### src/rtl/acc_alu_pkg.sv
package acc_alu_pkg;

   typedef enum logic [3:0] {
      FN_NOP = 4'd0,
      FN_ADD = 4'd1,
      FN_SUB = 4'd2,
      FN_CMP = 4'd3,
      FN_AND = 4'd4,
      FN_OR  = 4'd5,
      FN_XOR = 4'd6,
      FN_SHL = 4'd7,
      FN_SHR = 4'd8,
      FN_SWP = 4'd9
   } alu_fn_e;

   typedef enum logic [1:0] {
      BW_AND = 2'd0,
      BW_OR  = 2'd1,
      BW_XOR = 2'd2
   } bw_sel_e;

   typedef enum logic [1:0] {
      SH_LEFT  = 2'd0,
      SH_RIGHT = 2'd1,
      SH_SWAP  = 2'd2
   } sh_sel_e;

   typedef struct packed {
      logic z;
      logic n;
      logic c;
   } alu_flags_t;

   localparam int unsigned FUNC_W = 4;

   function automatic logic fn_known(logic [FUNC_W-1:0] f);
      return (f >= 4'd1) && (f <= 4'd9);
   endfunction

   function automatic logic fn_writes(logic [FUNC_W-1:0] f);
      return fn_known(f) && (f != FN_CMP);
   endfunction

endpackage

### src/rtl/alu_addsub.sv
module alu_addsub #(
   parameter int unsigned W      = 16,
   parameter bit          RIPPLE = 1'b0
) (
   input  logic [W-1:0] a,
   input  logic [W-1:0] b,
   input  logic         sub,
   output logic [W-1:0] sum,
   output logic         carry_flag
);

   logic [W-1:0] b_eff;
   logic         co;

   assign b_eff = sub ? ~b : b;

   generate
      if (RIPPLE) begin : g_ripple
         logic [W:0] cy;
         assign cy[0] = sub;
         for (genvar i = 0; i < W; i++) begin : g_bit
            assign sum[i]   = a[i] ^ b_eff[i] ^ cy[i];
            assign cy[i+1]  = (a[i] & b_eff[i]) | (cy[i] & (a[i] ^ b_eff[i]));
         end
         assign co = cy[W];
      end else begin : g_behav
         logic [W:0] tot;
         assign tot = {1'b0, a} + {1'b0, b_eff} + {{W{1'b0}}, sub};
         assign sum = tot[W-1:0];
         assign co  = tot[W];
      end
   endgenerate

   // subtraction reports borrow, which is the inverted adder carry
   assign carry_flag = sub ? ~co : co;

endmodule

### src/rtl/alu_bitwise.sv
module alu_bitwise
   import acc_alu_pkg::*;
#(
   parameter int unsigned W = 16
) (
   input  logic [W-1:0] a,
   input  logic [W-1:0] b,
   input  bw_sel_e      sel,
   output logic [W-1:0] y
);

   generate
      for (genvar i = 0; i < W; i++) begin : g_bit
         assign y[i] = (sel == BW_AND) ? (a[i] & b[i]) :
                       (sel == BW_OR)  ? (a[i] | b[i]) :
                                         (a[i] ^ b[i]);
      end
   endgenerate

endmodule

### src/rtl/alu_shuffle.sv
module alu_shuffle
   import acc_alu_pkg::*;
#(
   parameter int unsigned W = 16
) (
   input  logic [W-1:0] b,
   input  sh_sel_e      sel,
   output logic [W-1:0] y,
   output logic         cout
);

   localparam int unsigned HALF = W / 2;

   generate
      if ((W % 2) != 0 || W < 2) begin : g_bad_width
         $error("alu_shuffle: width must be even and at least 2");
      end
   endgenerate

   always_comb begin
      unique case (sel)
         SH_LEFT: begin
            y    = {b[W-2:0], 1'b0};
            cout = b[W-1];
         end
         SH_RIGHT: begin
            y    = {1'b0, b[W-1:1]};
            cout = b[0];
         end
         default: begin
            y    = {b[HALF-1:0], b[W-1:HALF]};
            cout = 1'b0;
         end
      endcase
   end

endmodule

### src/rtl/alu_flag_reg.sv
module alu_flag_reg
   import acc_alu_pkg::*;
(
   input  logic       clk,
   input  logic       rst_n,
   input  logic       upd,
   input  alu_flags_t nxt,
   output alu_flags_t cur
);

   always_ff @(posedge clk or negedge rst_n) begin
      if (!rst_n)
         cur <= '0;
      else if (upd)
         cur <= nxt;
   end

endmodule

### src/rtl/acc_alu.sv
module acc_alu
   import acc_alu_pkg::*;
#(
   parameter int unsigned DATA_W       = 16,
   parameter int unsigned FN_W         = 4,
   parameter bit          ADDER_RIPPLE = 1'b0
) (
   input  logic              clk,
   input  logic              rst_n,
   input  logic              op_valid,
   input  logic [FN_W-1:0]   op_func,
   input  logic [DATA_W-1:0] acc_a,
   input  logic [DATA_W-1:0] opnd_b,
   output logic [DATA_W-1:0] alu_result,
   output logic              acc_wr,
   output logic              flag_z,
   output logic              flag_n,
   output logic              flag_c
);

   localparam int unsigned MSB = DATA_W - 1;

   generate
      if (FN_W != FUNC_W) begin : g_bad_fn_w
         $error("acc_alu: function code width must match the package");
      end
      if (DATA_W < 2) begin : g_bad_data_w
         $error("acc_alu: data width too small");
      end
   endgenerate

   alu_fn_e            fn;
   logic [DATA_W-1:0]  as_sum;
   logic               as_cf;
   logic               as_sub;
   logic [DATA_W-1:0]  bw_y;
   bw_sel_e            bw_sel;
   logic [DATA_W-1:0]  sh_y;
   logic               sh_c;
   sh_sel_e            sh_sel;
   logic               carry_nxt;
   logic               upd;
   alu_flags_t         flags_nxt;
   alu_flags_t         flags_cur;

   assign fn     = alu_fn_e'(op_func);
   assign as_sub = (fn == FN_SUB) || (fn == FN_CMP);

   always_comb begin
      unique case (fn)
         FN_OR:   bw_sel = BW_OR;
         FN_XOR:  bw_sel = BW_XOR;
         default: bw_sel = BW_AND;
      endcase
      unique case (fn)
         FN_SHR:  sh_sel = SH_RIGHT;
         FN_SWP:  sh_sel = SH_SWAP;
         default: sh_sel = SH_LEFT;
      endcase
   end

   alu_addsub #(.W(DATA_W), .RIPPLE(ADDER_RIPPLE)) u_addsub (
      .a          (acc_a),
      .b          (opnd_b),
      .sub        (as_sub),
      .sum        (as_sum),
      .carry_flag (as_cf)
   );

   alu_bitwise #(.W(DATA_W)) u_bitwise (
      .a   (acc_a),
      .b   (opnd_b),
      .sel (bw_sel),
      .y   (bw_y)
   );

   alu_shuffle #(.W(DATA_W)) u_shuffle (
      .b    (opnd_b),
      .sel  (sh_sel),
      .y    (sh_y),
      .cout (sh_c)
   );

   // result steering; compare shows the difference but never writes it
   always_comb begin
      alu_result = '0;
      carry_nxt  = 1'b0;
      case (fn)
         FN_ADD, FN_SUB, FN_CMP: begin
            alu_result = as_sum;
            carry_nxt  = as_cf;
         end
         FN_AND, FN_OR, FN_XOR: begin
            alu_result = bw_y;
            carry_nxt  = 1'b0;
         end
         FN_SHL, FN_SHR, FN_SWP: begin
            alu_result = sh_y;
            carry_nxt  = sh_c;
         end
         default: begin
            alu_result = '0;
            carry_nxt  = 1'b0;
         end
      endcase
   end

   assign upd         = op_valid && fn_known(op_func);
   assign acc_wr      = op_valid && fn_writes(op_func);
   assign flags_nxt.z = ~|alu_result;
   assign flags_nxt.n = alu_result[MSB];
   assign flags_nxt.c = carry_nxt;

   alu_flag_reg u_flags (
      .clk   (clk),
      .rst_n (rst_n),
      .upd   (upd),
      .nxt   (flags_nxt),
      .cur   (flags_cur)
   );

   assign flag_z = flags_cur.z;
   assign flag_n = flags_cur.n;
   assign flag_c = flags_cur.c;

   AST_IDLE_HOLDS_FLAGS: assert property (@(posedge clk) disable iff (!rst_n)
      !op_valid |=> $stable({flag_z, flag_n, flag_c}));
   AST_IDLE_NO_WRITE: assert property (@(posedge clk) disable iff (!rst_n)
      !op_valid |-> !acc_wr);
   AST_UNUSED_CODE_INERT: assert property (@(posedge clk) disable iff (!rst_n)
      (op_valid && !fn_known(op_func)) |=> $stable({flag_z, flag_n, flag_c}));
   AST_COMPARE_NO_WRITE: assert property (@(posedge clk) disable iff (!rst_n)
      (op_valid && op_func == FN_CMP) |-> !acc_wr);
   AST_ZERO_TRACKS_RESULT: assert property (@(posedge clk) disable iff (!rst_n)
      (op_valid && fn_known(op_func)) |=> (flag_z == ($past(alu_result) == '0)));
   AST_NEG_TRACKS_RESULT: assert property (@(posedge clk) disable iff (!rst_n)
      (op_valid && fn_known(op_func)) |=> (flag_n == $past(alu_result[MSB])));
   AST_LOGIC_CLEARS_CARRY: assert property (@(posedge clk) disable iff (!rst_n)
      (op_valid && (op_func == FN_AND || op_func == FN_OR || op_func == FN_XOR))
      |=> !flag_c);
   AST_SWAP_CLEARS_CARRY: assert property (@(posedge clk) disable iff (!rst_n)
      (op_valid && op_func == FN_SWP) |=> !flag_c);
   AST_SHL_CARRY_MSB: assert property (@(posedge clk) disable iff (!rst_n)
      (op_valid && op_func == FN_SHL) |=> (flag_c == $past(opnd_b[MSB])));
   AST_SHR_CARRY_LSB: assert property (@(posedge clk) disable iff (!rst_n)
      (op_valid && op_func == FN_SHR) |=> (flag_c == $past(opnd_b[0])));

endmodule

### config.mk
export PLATFORM = sky130hd
export DESIGN_NAME = acc_alu
export DESIGN_NICKNAME = d
export VERILOG_FILES = /design/src/rtl/acc_alu_pkg.sv /design/src/rtl/alu_addsub.sv /design/src/rtl/alu_bitwise.sv /design/src/rtl/alu_shuffle.sv /design/src/rtl/alu_flag_reg.sv /design/src/rtl/acc_alu.sv
export SDC_FILE = /design/constraint.sdc
export NUM_CORES = 1
export LEC_CHECK = 0
export BUFFER_PORTS_ARGS = -buffer_cell sky130_fd_sc_hd__buf_2
export CORE_UTILIZATION = 57
export CTS_CLUSTER_SIZE = 20
export DETAILED_ROUTE_END_ITERATION = 12
export GPL_TIMING_DRIVEN = 0
export MAX_ROUTING_LAYER = met4
export PLACE_DENSITY = 0.86
export SYNTH_ARGS = -nofsm -noshare
export SYNTH_HDL_FRONTEND = slang
export SYNTH_SLANG_ARGS = --single-unit
### constraint.sdc
create_clock -name clk -period 5.35 [get_ports clk]
set_input_delay 1.07 -clock clk [delete_from_list [all_inputs] [get_ports clk]]
set_output_delay 1.07 -clock clk [all_outputs]
set_load 0.02 [all_outputs]
==> impl_summary.txt <==
----------------------------------------------------
[Timing]
  Setup violations, final ... 0
  Tightest Pin Transition ... 1040 ps
  Final slew viol count ... 0
  Clock period minus worst slack ... ~5200 ps
  Relative max-transition margin ... 30.4%
  Worst clock skew ... 0 ps
  Final Hold Violating Endpoints ... 0
  Period utilization ... 98.1%
  Highest clock rate ... 0.191 GHz

[Setup path]
  Required @ worst endpoint ... between 4000 and 5000 ps
  WS Path Type ... input port to output pin
  Critical Path Sink Type ... output pin
  Arr. time, crit path ... 4180 ps
  Startpoint type of the worst setup path ... input port
  Critical path fanouts, max ... 10

[Status]
  Run status ... finished, final reports clean

[Route]
  Post-detailed-route wirelength per cell ... 17.0 um
  Final wirelength ... between 8000 and 9000 um
  Total via count after detailed routing ... 3250
  Via density ... 6.19
  Post-route ant nets ... 0
  Drt drc ... 0
  Detailed router's first-iteration violation count ... approximately 220
  First-pass iteration count of the detailed router ... 5

[Synthesis]
  Synth warnings ... 0
  Syn Std Cell Area ... roughly 2800 um^2
  Area share of the largest cell type after synthesis ... approximately 22%
  Share of synthesized registers carrying an async set or reset ... 100%
  Post-synthesis sequential area ratio ... 2.67%
  Post-synth cell types ... 64
  Main synth FF type ... sky130_fd_sc_hd__dfrtp_1
  Library cell occupying the most area in the post-synthesis netlist ... sky130_fd_sc_hd__ha_1
  Average instance area after synthesis ... 7.18 um^2
  Synth Register Bits ... 3
  Syn_nets ... 480
  Count of flip-flops with a built-in enable after synthesis ... 0
  Largest cells by area after synthesis ... sky130_fd_sc_hd__ha_1, sky130_fd_sc_hd__mux2i_1, sky130_fd_sc_hd__inv_1, sky130_fd_sc_hd__xnor2_1, sky130_fd_sc_hd__a21oi_1
  Count of mapped cells out of synthesis ... 391

[Layout]
  Fraction of layout instances using a drive strength above 1 ... 19.9%
  Final Util ... 70.0%
  Ant diodes ... 0
  Largest reg by FF count ... u_flags.cur
  Top flop regs ... u_flags.cur: 3 flops
  Flip-flop count of the largest register after layout ... 3
  Area added between synthesis and finish ... 17.8%
  NumNets Final ... 548
  Design Area, Final ... 3310 um^2

[Floorplanning]
  Initial core utilization ... 59.4%
  Vertical die dimension ... 72.2 um
  Die X-Extent ... 72.2 um
  Top-level I/O count ... 59
  Core region area ... 4720 um^2
  Site row count ... 25
  Area enclosed by the die boundary ... about 5200 um^2

[CTS]
  CTS tree ... built
  Clock buffers created by TritonCTS ... 3
  Clock latency on the worst-skew pair ... 220 ps
  Deepest level of the CTS H-tree ... 1
  Root Buffer Master ... sky130_fd_sc_hd__clkbuf_8
  Clock Pin Slew Worst Setup and Hold Paths ... 30 ps
  Clock sinks ... 3
  Number of buffers on the longest clock path ... 2

[GRT]
  Remaining Overflow, GRT ... 0
  Initial antenna violation count ... 0
  Pin count of the biggest net entering global routing ... 11
  Wire length of the first global-routing pass ... 14400 um
  Overall track demand over capacity in global routing ... between 30% and 40%
  Number of global-route vias before repair ... 3079

[Power and ir drop]
  Peak supply drop ... about 160 uV
  Total leakage power ... 1.67 nW
  Power Dens Cells ... approximately 150 nW/um^2

[Flow run]
  Max-cap violations ... 0

[Worst hold path]
  Hold Crit Class ... flop to flop

[Placed design]
  Area of placed instances ... 3180 um^2
  PortBufs ... 57
  Final Wtd Congestion ... 0.968
  Detailed placement HPWL ... between 7000 and 8000 um

----------------------------------------------------
-- power breakdown --
group	switching [mW]	internal (mW)
registers	0.00118	0.0254
clock network	0.0168	0.0510
logic	0.232	0.158
-- stage by stage --
step	setup slack [ps]	TNS, ps	hold WS [ps]	total power [mW]	std cells
final	101	0	479	0.483	525
after global routing	-4.25	-4.25	521	0.519	525
after CTS	43.4	0	479	0.462	519
after detailed placement	-541	-1290	472	0.391	515
after global placement	-497	-996	464	0.380	515
after floorplan	374	0	584	0.285	391
-- path summary, 6_finish.rpt --
check	cells after the start	from	slack, ps	to
worst max-delay path	15	op_func[3]	100	alu_result[15]
worst min-delay path	2	u_flags.cur[1]	480	u_flags.cur[1]
worst max register to register	2	u_flags.cur[1]	4720	u_flags.cur[1]
worst min register to register	2	u_flags.cur[1]	480	u_flags.cur[1]
max in group asynchronous	1	rst_n	4600	u_flags.cur[1]
min in group asynchronous	1	rst_n	640	u_flags.cur[0]
-- cell usage after synthesis, types with 3 or more instances --
master                      number
sky130_fd_sc_hd__inv_1          51
sky130_fd_sc_hd__ha_1           49
sky130_fd_sc_hd__nand2_1        36
sky130_fd_sc_hd__a21oi_1        29
sky130_fd_sc_hd__o21ai_0        27
sky130_fd_sc_hd__mux2i_1        25
sky130_fd_sc_hd__nor2_1         21
sky130_fd_sc_hd__xnor2_1        21
sky130_fd_sc_hd__clkbuf_1        9
sky130_fd_sc_hd__nor2b_1         9
sky130_fd_sc_hd__nand3_1         7
sky130_fd_sc_hd__nand2b_1        6
sky130_fd_sc_hd__a211oi_1        5
sky130_fd_sc_hd__buf_2           5
sky130_fd_sc_hd__o221ai_1        5
sky130_fd_sc_hd__a21o_1          4
sky130_fd_sc_hd__a221oi_1        4
sky130_fd_sc_hd__o2111ai_1       4
sky130_fd_sc_hd__a221o_1         3
sky130_fd_sc_hd__dfrtp_1         3
sky130_fd_sc_hd__nor3_1          3
sky130_fd_sc_hd__nor3b_1         3
sky130_fd_sc_hd__o211ai_1        3
sky130_fd_sc_hd__o21a_1          3
sky130_fd_sc_hd__o221a_2         3
-- kinds of logic after synthesis --
family	count (synthesis)	share of synthesized area, %
AO/OA/AOI/OAI	117	29.1
XOR/XNOR	22	6.87
adder cells (fa/ha/maj)	50	22.6
buffers and inverters	70	10.4
flip-flops	3	2.67
multiplexers	26	9.72
AND/OR/NAND/NOR	103	18.7
-- cell usage in the layout, fill, tap and decap left out, drive strengths merged, types with 3 or more instances in the layout --
cell and n:
a221oi 5, nor3 3, nor3b 4, o211ai 3, o221a 3, mux2i 25
a211oi 5, nor2 21, a221o 3, ha 49, o2111ai 4, xnor2 21
clkbuf 13, nand2 36, nand3 7, o21a 3, a21o 4, o21ai 30
inv 51, dfrtp 3, a21oi 29, o221ai 5, buf 73, nand2b 6
nor2b 9
-- critical path, cell delays in order --
cell                       delay, ps
sky130_fd_sc_hd__buf_2           110
sky130_fd_sc_hd__nor3b_2         200
sky130_fd_sc_hd__buf_6           200
sky130_fd_sc_hd__buf_6           200
sky130_fd_sc_hd__xnor2_1         140
sky130_fd_sc_hd__ha_1            310
sky130_fd_sc_hd__and3b_1         240
sky130_fd_sc_hd__a221oi_4        380
sky130_fd_sc_hd__o21a_1          240
sky130_fd_sc_hd__o21ai_0         190
sky130_fd_sc_hd__mux2i_1         170
sky130_fd_sc_hd__a221oi_2        350
sky130_fd_sc_hd__inv_1            80
sky130_fd_sc_hd__buf_4           130
sky130_fd_sc_hd__buf_2           150
-- repair_timing --
| action | 4_1_cts | 5_1_grt |
|---|---|---|
| setup buffers | 0 | 5 |
| pin swaps | 0 | 3 |
| hold buffers | 0 | 0 |
| endpoints found under the setup margin | 6 | 2 |
| gates resized for setup | 4 | 5 |
| cloned | 0 | 0 |
-- metal layers --
layer / share of wire (%) / GRT usage (%) / vias to the layer above
li1: - / - / 1543
met1: 42 / 46.0 / 1503
met2: 48 / 58.8 / 172
met3: 7.3 / 1.67 / 32
met4: 2.8 / 15.9 / 0
met5: 0 / - / -
-- area by class of cell --
| class | instances | area [um^2] |
|---|---|---|
| inverters | 51 | 191 |
| clock buffers | 4 | 45.0 |
| repair buffers | 63 | 328 |
| well taps | 67 | 83.8 |
| fillers | 415 | 1420 |
| multi-input cells | 318 | 2470 |
| plain buffers | 19 | 108 |
| flip-flops and latches | 3 | 75.1 |
Note: power is estimated with default switching activity, not from simulation.
